===== config.mk =====
export PLATFORM = sky130hd
export DESIGN_NAME = smb_regslave
export DESIGN_NICKNAME = d
export VERILOG_FILES = /design/src/rtl/smb_pkg.sv /design/src/rtl/smb_line_cond.sv /design/src/rtl/smb_addr_match.sv /design/src/rtl/smb_proto_fsm.sv /design/src/rtl/smb_regslave.sv
export SDC_FILE = /design/constraint.sdc
export NUM_CORES = 1
export LEC_CHECK = 0
export CAP_MARGIN = 15
export CORE_MARGIN = 2
export CORE_UTILIZATION = 40
export DETAILED_ROUTE_END_ITERATION = 12
export HOLD_SLACK_MARGIN = 0.03
export PLACE_DENSITY = 0.57
export SLEW_MARGIN = 20
export SYNTH_ARGS = -nofsm -noshare
export SYNTH_HDL_FRONTEND = slang
export SYNTH_SLANG_ARGS = --single-unit

===== constraint.sdc =====
create_clock -name clk -period 5 [get_ports clk]
set_input_delay 1 -clock clk [delete_from_list [all_inputs] [get_ports clk]]
set_output_delay 1 -clock clk [all_outputs]
set_load 0.05 [all_outputs]

===== src/rtl/smb_pkg.sv =====
package smb_pkg;

   typedef enum logic [2:0] {
      ST_IDLE,
      ST_ADDR,
      ST_CMD,
      ST_WDATA,
      ST_TXA,
      ST_TX,
      ST_IGNORE
   } smb_state_e;

   typedef struct packed {
      logic scl_rise;
      logic scl_fall;
      logic sda;
      logic start;
      logic stop;
   } smb_line_t;

endpackage


===== src/rtl/smb_line_cond.sv =====
module smb_line_cond #(
   parameter int SYNC_STAGES = 2
) (
   input  logic             clk,
   input  logic             rst_n,
   input  logic             scl_in,
   input  logic             sda_in,
   output smb_pkg::smb_line_t line
);

   logic [SYNC_STAGES-1:0] scl_pipe;
   logic [SYNC_STAGES-1:0] sda_pipe;
   logic                   scl_d;
   logic                   sda_d;
   logic                   scl_s;
   logic                   sda_s;

   for (genvar g = 0; g < SYNC_STAGES; g++) begin : g_stage
      if (g == 0) begin : g_first
         always_ff @(posedge clk or negedge rst_n) begin
            if (!rst_n) begin
               scl_pipe[0] <= 1'b1;
               sda_pipe[0] <= 1'b1;
            end else begin
               scl_pipe[0] <= scl_in;
               sda_pipe[0] <= sda_in;
            end
         end
      end else begin : g_next
         always_ff @(posedge clk or negedge rst_n) begin
            if (!rst_n) begin
               scl_pipe[g] <= 1'b1;
               sda_pipe[g] <= 1'b1;
            end else begin
               scl_pipe[g] <= scl_pipe[g-1];
               sda_pipe[g] <= sda_pipe[g-1];
            end
         end
      end
   end

   assign scl_s = scl_pipe[SYNC_STAGES-1];
   assign sda_s = sda_pipe[SYNC_STAGES-1];

   always_ff @(posedge clk or negedge rst_n) begin
      if (!rst_n) begin
         scl_d <= 1'b1;
         sda_d <= 1'b1;
      end else begin
         scl_d <= scl_s;
         sda_d <= sda_s;
      end
   end

   always_comb begin
      line.scl_rise = scl_s & ~scl_d;
      line.scl_fall = ~scl_s & scl_d;
      line.sda      = sda_s;
      line.start    = scl_s & scl_d & sda_d & ~sda_s;
      line.stop     = scl_s & scl_d & ~sda_d & sda_s;
   end

endmodule


===== src/rtl/smb_addr_match.sv =====
module smb_addr_match #(
   parameter int         STRAP_W   = 2,
   parameter logic [6:0] BASE_ADDR = 7'h60
) (
   input  logic [6:0]         addr7,
   input  logic [STRAP_W-1:0] strap,
   output logic               hit
);

   if (STRAP_W == 0) begin : g_fixed_only
      assign hit = (addr7 == BASE_ADDR);
   end else begin : g_strapped
      localparam int FIXED_W = 7 - STRAP_W;
      logic [FIXED_W-1:0] upper_ref;
      assign upper_ref = BASE_ADDR[6:STRAP_W];
      assign hit = (addr7[6:STRAP_W] == upper_ref) &&
                   (addr7[STRAP_W-1:0] == strap);
   end

endmodule


===== src/rtl/smb_proto_fsm.sv =====
module smb_proto_fsm #(
   parameter int         IDX_W       = 4,
   parameter int         WORD_BYTES  = 2,
   parameter logic [7:0] BLK_CMD_MIN = 8'hE0
) (
   input  logic               clk,
   input  logic               rst_n,
   input  smb_pkg::smb_line_t line,
   input  logic               addr_hit,
   output logic [6:0]         addr7,
   output logic               sda_pull,
   output logic [7:0]         reg_ptr,
   output logic [IDX_W-1:0]   reg_idx,
   output logic               reg_we,
   output logic [7:0]         reg_wdata,
   input  logic [7:0]         reg_rdata,
   output logic               fault_clr
);
   import smb_pkg::*;

   localparam logic [8:0] IDX_LIM  = 9'(2 ** IDX_W);
   localparam logic [8:0] WORD_LIM = 9'(WORD_BYTES);

   smb_state_e state;
   logic [3:0] bitcnt;
   logic [7:0] shreg;
   logic [7:0] txreg;
   logic [7:0] wcnt;
   logic [7:0] blk_n;
   logic       in_ack;
   logic       ptr_ok;
   logic       is_blk;
   logic       have_n;
   logic       got_data;
   logic       blk_accept;
   logic       word_accept;

   assign addr7       = shreg[7:1];
   assign reg_idx     = wcnt[IDX_W-1:0];
   assign blk_accept  = (wcnt < blk_n) && ({1'b0, wcnt} < IDX_LIM);
   assign word_accept = ({1'b0, wcnt} < WORD_LIM);

   always_ff @(posedge clk or negedge rst_n) begin
      if (!rst_n) begin
         state     <= ST_IDLE;
         bitcnt    <= '0;
         shreg     <= '0;
         txreg     <= '0;
         wcnt      <= '0;
         blk_n     <= '0;
         in_ack    <= 1'b0;
         ptr_ok    <= 1'b0;
         is_blk    <= 1'b0;
         have_n    <= 1'b0;
         got_data  <= 1'b0;
         sda_pull  <= 1'b0;
         reg_ptr   <= '0;
         reg_we    <= 1'b0;
         reg_wdata <= '0;
         fault_clr <= 1'b0;
      end else begin
         reg_we    <= 1'b0;
         fault_clr <= 1'b0;
         if (reg_we) wcnt <= wcnt + 8'd1;

         if (line.start) begin
            state    <= ST_ADDR;
            bitcnt   <= '0;
            in_ack   <= 1'b0;
            sda_pull <= 1'b0;
         end else if (line.stop) begin
            fault_clr <= (state == ST_WDATA) && !got_data;
            state     <= ST_IDLE;
            ptr_ok    <= 1'b0;
            in_ack    <= 1'b0;
            sda_pull  <= 1'b0;
         end else begin
            case (state)
               ST_ADDR, ST_CMD, ST_WDATA: begin
                  if (line.scl_rise && bitcnt < 4'd8) begin
                     shreg  <= {shreg[6:0], line.sda};
                     bitcnt <= bitcnt + 4'd1;
                  end else if (line.scl_fall && in_ack) begin
                     in_ack   <= 1'b0;
                     sda_pull <= 1'b0;
                     bitcnt   <= '0;
                  end else if (line.scl_fall && bitcnt == 4'd8) begin
                     in_ack <= 1'b1;
                     if (state == ST_ADDR) begin
                        if (!addr_hit) begin
                           state    <= ST_IGNORE;
                           sda_pull <= 1'b0;
                        end else if (!shreg[0]) begin
                           state    <= ST_CMD;
                           ptr_ok   <= 1'b0;
                           sda_pull <= 1'b1;
                        end else if (ptr_ok) begin
                           state    <= ST_TXA;
                           wcnt     <= '0;
                           sda_pull <= 1'b1;
                        end else begin
                           state    <= ST_IGNORE;
                           sda_pull <= 1'b0;
                        end
                     end else if (state == ST_CMD) begin
                        reg_ptr  <= shreg;
                        ptr_ok   <= 1'b1;
                        is_blk   <= (shreg >= BLK_CMD_MIN);
                        have_n   <= 1'b0;
                        got_data <= 1'b0;
                        wcnt     <= '0;
                        sda_pull <= 1'b1;
                        state    <= ST_WDATA;
                     end else begin
                        got_data <= 1'b1;
                        if (is_blk && !have_n) begin
                           blk_n    <= shreg;
                           have_n   <= 1'b1;
                           sda_pull <= 1'b1;
                        end else if (is_blk ? blk_accept : word_accept) begin
                           reg_we    <= 1'b1;
                           reg_wdata <= shreg;
                           sda_pull  <= 1'b1;
                        end else begin
                           sda_pull <= 1'b0;
                        end
                     end
                  end
               end
               ST_TXA: begin
                  if (line.scl_fall && in_ack) begin
                     in_ack   <= 1'b0;
                     state    <= ST_TX;
                     txreg    <= reg_rdata;
                     sda_pull <= ~reg_rdata[7];
                     bitcnt   <= '0;
                  end
               end
               ST_TX: begin
                  if (line.scl_rise) begin
                     if (in_ack) begin
                        if (line.sda) state <= ST_IGNORE;
                        else          wcnt  <= wcnt + 8'd1;
                     end else begin
                        bitcnt <= bitcnt + 4'd1;
                     end
                  end else if (line.scl_fall) begin
                     if (in_ack) begin
                        in_ack   <= 1'b0;
                        txreg    <= reg_rdata;
                        sda_pull <= ~reg_rdata[7];
                        bitcnt   <= '0;
                     end else if (bitcnt == 4'd8) begin
                        sda_pull <= 1'b0;
                        in_ack   <= 1'b1;
                     end else begin
                        sda_pull <= ~txreg[6];
                        txreg    <= {txreg[6:0], 1'b0};
                     end
                  end
               end
               default: begin
                  sda_pull <= 1'b0;
               end
            endcase
         end
      end
   end

endmodule


===== src/rtl/smb_regslave.sv =====
module smb_regslave #(
   parameter int         STRAP_W     = 2,
   parameter logic [6:0] BASE_ADDR   = 7'h60,
   parameter int         SYNC_STAGES = 2,
   parameter int         IDX_W       = 4,
   parameter int         WORD_BYTES  = 2,
   parameter logic [7:0] BLK_CMD_MIN = 8'hE0
) (
   input  logic               clk,
   input  logic               rst_n,
   input  logic               scl_in,
   input  logic               sda_in,
   input  logic [STRAP_W-1:0] strap_a,
   output logic               sda_pull,
   output logic [7:0]         reg_ptr,
   output logic [IDX_W-1:0]   reg_idx,
   output logic               reg_we,
   output logic [7:0]         reg_wdata,
   input  logic [7:0]         reg_rdata,
   output logic               fault_clr
);

   if (STRAP_W < 1 || STRAP_W > 3) begin : g_bad_strap
      $error("STRAP_W must lie in 1..3");
   end
   if (SYNC_STAGES < 2) begin : g_bad_sync
      $error("SYNC_STAGES must be at least 2");
   end
   if (IDX_W < 1 || IDX_W > 8) begin : g_bad_idx
      $error("IDX_W must lie in 1..8");
   end
   if (WORD_BYTES < 1 || WORD_BYTES > (2 ** IDX_W)) begin : g_bad_word
      $error("WORD_BYTES must fit the index range");
   end

   smb_pkg::smb_line_t line;
   logic [6:0]         addr7;
   logic               addr_hit;

   smb_line_cond #(
      .SYNC_STAGES (SYNC_STAGES)
   ) u_cond (
      .clk    (clk),
      .rst_n  (rst_n),
      .scl_in (scl_in),
      .sda_in (sda_in),
      .line   (line)
   );

   smb_addr_match #(
      .STRAP_W   (STRAP_W),
      .BASE_ADDR (BASE_ADDR)
   ) u_match (
      .addr7 (addr7),
      .strap (strap_a),
      .hit   (addr_hit)
   );

   smb_proto_fsm #(
      .IDX_W       (IDX_W),
      .WORD_BYTES  (WORD_BYTES),
      .BLK_CMD_MIN (BLK_CMD_MIN)
   ) u_fsm (
      .clk       (clk),
      .rst_n     (rst_n),
      .line      (line),
      .addr_hit  (addr_hit),
      .addr7     (addr7),
      .sda_pull  (sda_pull),
      .reg_ptr   (reg_ptr),
      .reg_idx   (reg_idx),
      .reg_we    (reg_we),
      .reg_wdata (reg_wdata),
      .reg_rdata (reg_rdata),
      .fault_clr (fault_clr)
   );

endmodule



# Yosys cells after proc, flatten, opt, wreduce, memory -nomap -nowiden
# Index checks and enable logic that the tools add are counted.
# word_totals
register_bits	68
input_bits	14
out_inout_bits	23
word_cells	207
# classes
add_sub_neg	2
order_cmp	5
eq_ne	31
n_mux	98
bitwise	20
reduce_logical	29
# op_table
cell	count
8-bit 2-to-1 mux	14
1-bit 2-to-1 mux	51
3-bit 2-to-1 mux	13
7-bit 2-to-1 mux	5
4-bit 2-to-1 mux	8
8-bit AND reduction	3
4-bit by 3-bit != test with 1-bit output, second input constant	5
4-bit != test, second input constant	5
9-bit AND reduction	2
8-bit case mux with 2 select lines	1
7-bit case mux with 2 select lines	1
7-bit AND reduction	2
1-bit NOT	13
4-bit case mux with 3 select lines	1
5-bit by 3-bit != test with 1-bit output, second input constant	2
10-bit AND reduction	1
5-bit AND reduction	2
3-bit case mux with 3 select lines	1
8-bit by 1-bit adder with 8-bit output, second input constant	1
8-bit >= comparator, second input constant	1
8-bit by 2-bit < comparator with 1-bit output, second input constant	1
8-bit by 5-bit < comparator with 1-bit output, second input constant	1
8-bit < comparator	1
4-bit by 2-bit != test with 1-bit output, second input constant	2
24 further kinds	48

# Depth between registers and ports, before layout
# depth
word_depth	13
depth_mapped	8

# Modules after synthesis
# A second synthesis with hierarchy kept.
# hier_totals
hier_cells	371
hier_area_um2	3852.4
# modules_own_cells
mod	n_inst	cells_per_inst	area_per_inst_um2
smb_proto_fsm	1	356	3613.5
smb_line_cond	1	11	197.7
smb_addr_match	1	4	41.3

# Worst setup path before layout
# Ideal clock, no wire load.
# synth_path
kind	input to register
from	input port strap_a[1]
to	register u_fsm.wcnt[1]
t_arrival_ns	2.063
t_required_ns	4.852
path_slack_ns	2.789
path_stages	5
n_path_buf	0
path_cell_list	xor2_1 > nor4_2 > nand4_1 > a21boi_1 > o32ai_1
# synth_between
elab_chain_cells	10
# synth_lines
item	line_no	text
start, declared	smb_regslave.sv:13	input logic [STRAP_W-1:0] strap_a,
2-bit == test	smb_addr_match.sv:17	(addr7[STRAP_W-1:0] == strap);
1-bit logical AND	smb_addr_match.sv:16	assign hit = (addr7[6:STRAP_W] == upper_ref) &&
8-bit 2-to-1 mux	smb_proto_fsm.sv:90	if (!addr_hit) begin
8-bit 2-to-1 mux	smb_proto_fsm.sv:89	if (state == ST_ADDR) begin
8-bit 2-to-1 mux	smb_proto_fsm.sv:87	end else if (line.scl_fall && bitcnt == 4'd8) begin
8-bit 2-to-1 mux	smb_proto_fsm.sv:83	end else if (line.scl_fall && in_ack) begin
8-bit 2-to-1 mux	smb_proto_fsm.sv:80	if (line.scl_rise && bitcnt < 4'd8) begin
8-bit case mux with 2 select lines	smb_proto_fsm.sv:78	case (state)
8-bit 2-to-1 mux	smb_proto_fsm.sv:71	end else if (line.stop) begin
8-bit 2-to-1 mux	smb_proto_fsm.sv:66	if (line.start) begin
end signal, assigned	smb_proto_fsm.sv:64	if (reg_we) wcnt <= wcnt + 8'd1;
end signal, assigned	smb_proto_fsm.sv:143	else wcnt <= wcnt + 8'd1;
end, declared	smb_proto_fsm.sv:28	logic [7:0] wcnt;
# No other way between the ends.
# A chain may end at the register's enable or synchronous reset.

# Worst setup path after layout
# layout_path
from	register u_fsm.wcnt[2]
to	output port reg_idx[2]
# layout_rtl
item	line_no	text
end, declared	smb_regslave.sv:16	output logic [IDX_W-1:0] reg_idx,
# No word-level cell between the ends.

==> parameters.txt <==
Parameter                              Value

Power
  Switching fraction of total power    around two fifths
  P per Cell Area    between 400 and 500 nW/µm²
  Share of total power in sequential cells    between 40% and 50%
  Total internal power    roughly 1.2 mW
  Net switching power figure    between 0.7 and 0.8 mW
  Worst-case vdd ir drop    190 µV
  Comb pwr share    a little over 30%
  Share of total power in the clock network    between 20% and 30%
  LEAKAGE    approximately 1.8 nW

Global route
  Sum of overflow across all layers after global routing    0
  Number of global-route vias before repair    around 2600
  Global-route wire length before repair    around 14000 µm
  Antenna violations before repair    0
  Largest net degree at the start of global routing    42
  Gr usage total    between 10% and 20%

Timing
  Max-Slew Margin vs Limit    around half
  Max-slew violations    0
  Final count of negative-setup-slack endpoints    0
  Number of endpoints with negative hold slack in the final report    0
  Slew at the pin closest to its max-slew limit    ~0.72 ns
  Minimum period implied by the final worst setup slack    around 2.7 ns
  Final Cycle Share    roughly 55%
  Setup repair after global routing missed its margin    no
  Peak Freq    0.366 GHz
  Worst clock skew    0.0111 ns
  Total Neg Setup Slack    0 ns

Worst setup path
  Cell Chain, Critical Path    clkdlybuf4s50_1
  Arrival @ worst endpoint    1.73 ns
  Critical Path Stages    1
  Crit end category    primary output
  Crit path buffers/inverters    1
  Startpoint of the worst-slack reg-to-reg timing path    u_fsm.bitcnt[0]
  Cell type of the slowest stage on the worst timing path    clkdlybuf4s50_1
  Kind of cell with the highest combined delay on the critical path    buffers and inverters
  Worst setup path startpoint    u_fsm.wcnt[2]
  Slowest Stage Delay on Critical Path    ~0.86 ns
  Cell depth of the worst flop-to-flop path    6
  CP Data Required Time    around 4.0 ns
  Maximum fanout count along the critical path    9
  Setup CP Type    reg2out
  End of the worst register-to-register path    u_fsm.reg_ptr[1]
  Reg-to-reg setup timing slack    2.54 ns
  Critical path destination    reg_idx[2]
  Element type at the critical path start    register

Layout
  Post-route non-filler standard cell count    just under 500
  Leading cell type in the layout, fill and taps excluded    dfrtp_1
  Leading cell types in the layout, fill and taps excluded    dfrtp_1, clkdlybuf4s50_1, mux2_2
  Area overhead of the layout relative to synthesis    17.1%
  Fraction of layout instances using a drive strength above 1    a little under a fifth
  Number of antenna diodes    0
  Count of fill cells added during filler insertion    874
  Number of nets in the finished design    ~400

Clocking
  Number of buffers on the longest clock path    2
  TritonCTS buffer count    9
  Root buffer selected by CTS    clkbuf_8
  Total of hold buffers inserted after clock tree synthesis    0
  Insertion delay to the later sink of the worst-skew pair    roughly 0.35 ns
  Clock net sink count    68
  Count of instances resized after the clock tree is built    0
  Clock transition at the registers of the reported paths    ~0.070 ns
  CTS tree    yes
  Number of levels in the clock H-tree    3
  Post-CTS setup repair buffer count    0

Synthesis
  Area contributors post-synth    dfrtp_1, mux2_2, dfstp_2
  Proportion of synthesized flip-flops having asynchronous set or reset    between 90% and 100%
  Distinct cells, synth    64
  Number of synthesized flops with an enable pin    0
  Most common flop cell mapped by yosys    dfrtp_1
  Flop and latch count out of synthesis    68
  Dominant cell type by area after synthesis    dfrtp_1
  Number of warning messages in the yosys log    0
  Post-synthesis average cell area    10.6 µm²
  Share of synthesized area occupied by flip-flops and latches    roughly 46%
  Synthesized area    approximately 3700 µm²
  Synthesized instance count    about 350
  Mapped Nets    371
  Synth top area share    42.1%

Floorplanning
  Initial core utilization    between 40% and 50%
  Die width    around 100 µm
  Height of the die    about 100 µm
  Placement Rows    35
  Number of ports placed on the die boundary    37
  Overall die area    roughly 10000 µm²
  Core area    9060 µm²

Drt
  Wire per inst    16.0 µm
  Violation count after the first detailed-route iteration    190
  Via count    ~2800
  Via density per instance    around 5.6
  Count of antenna-violating nets left after detailed routing    0
  Final wirelength    just under 8000 µm
  DR DRC count    0
  Iteration count of the initial detailed-routing pass    4

Flow run
  MaxCap Viol Count    0

Placed design
  Buffers on Ports    36
  Detailed placement HPWL    around 5600 µm
  Placed cell count    479
  GP Congestion    0.836

Min path
  HP Class    reg2reg

Run status
  Status    complete, no violations
[cell type report]
cell class	instances	area [µm²]	area share, %
well taps	111	139	3.22
multi-input cells	244	1810	42.1
clock buffers	9	124	2.87
clock inverters	6	88.8	2.06
repair buffers	38	370	8.59
flip-flops and latches	68	1710	39.6
inverters	18	67.6	1.57
[registers in the layout, indices dropped and copies added (netlist names), 3 cells and up]
name             count
u_fsm.blk_n          8
u_fsm.reg_wdata      8
u_fsm.state          3
u_fsm.bitcnt         4
u_fsm.reg_ptr        8
u_fsm.txreg          7
u_fsm.wcnt           8
u_fsm.shreg          8
[power by group through the flow]
| stage | Sequential [mW] | Combinational [mW] | Clock [mW] |
|---|---|---|---|
| 6_report | 0.876 | 0.623 | 0.499 |
| 5_1_grt | 0.907 | 0.696 | 0.537 |
| 4_1_cts | 0.876 | 0.627 | 0.513 |
| 3_5_place_dp | 0.885 | 0.624 | 0 |
| 3_3_place_gp | 0.885 | 0.617 | 0 |
| 2_1_floorplan | 0.763 | 0.581 | 0 |
[stage by stage]
step	hold WS (ns)	area [µm²]	setup slack (ns)	utilization [%]	power, mW
6_report	0.363	4310	2.27	47.6	2.00
5_1_grt	0.371	4310	2.21	47.6	2.14
4_1_cts	0.364	4310	2.25	47.6	2.02
3_5_place_dp	0.353	4100	2.01	45.2	1.51
3_3_place_gp	0.347	4100	2.04	45.2	1.50
2_1_floorplan	0.345	3680	2.79	-	1.34
[cells by family after synthesis]
group,after synthesis,synth area share (%)
compound gates,71,13.5
xor+xnor,11,2.62
fa+ha+maj,10,3.40
buf+inv,35,4.31
flops,68,46.4
mux,39,11.7
simple gates,113,18.0
[synthesized netlist by cell type (all sizes together), types with 2 or more instances]
library cell	count
dfrtp	62
mux2	32
nor2	27
nand2	22
inv	18
a21oi	14
o21ai	13
buf	12
ha	10
nor3	9
nand2b	8
nand3	8
mux2i	7
xor2	7
a211oi	6
dfstp	6
nand3b	6
nor4	6
clkbuf	5
nor2b	5
nor3b	5
nand4	4
xnor2	4
a2bb2oi	3
a311oi	3
a31oi	3
and3	3
o21a	3
o31ai	3
a211o	2
a21o	2
a221oi	2
a22oi	2
o2111ai	2
o22a	2
o2bb2ai	2
o31a	2
or3	2
[layer usage]
| layer | global-route usage, % | share of wire [%] | up-vias |
|---|---|---|---|
| met5 | 0 | 0 | - |
| met4 | 6.01 | 1.6 | 0 |
| met3 | 2.79 | 4.0 | 10 |
| met2 | 24.4 | 45 | 69 |
| met1 | 26.2 | 50 | 1349 |
| li1 | - | - | 1327 |
[worst min path at each step]
stage                  startpoint           end  cells after the start
2_1_floorplan  u_cond.scl_pipe[0]  u_cond.scl_s                      0
3_3_place_gp   u_cond.scl_pipe[0]  u_cond.scl_s                      0
3_5_place_dp   u_cond.sda_pipe[0]  u_cond.sda_s                      0
4_1_cts        u_cond.sda_pipe[0]  u_cond.sda_s                      0
5_1_grt        u_cond.sda_pipe[0]  u_cond.sda_s                      0
6_report       u_cond.sda_pipe[0]  u_cond.sda_s                      0
Power figures use the tool's default switching activity.
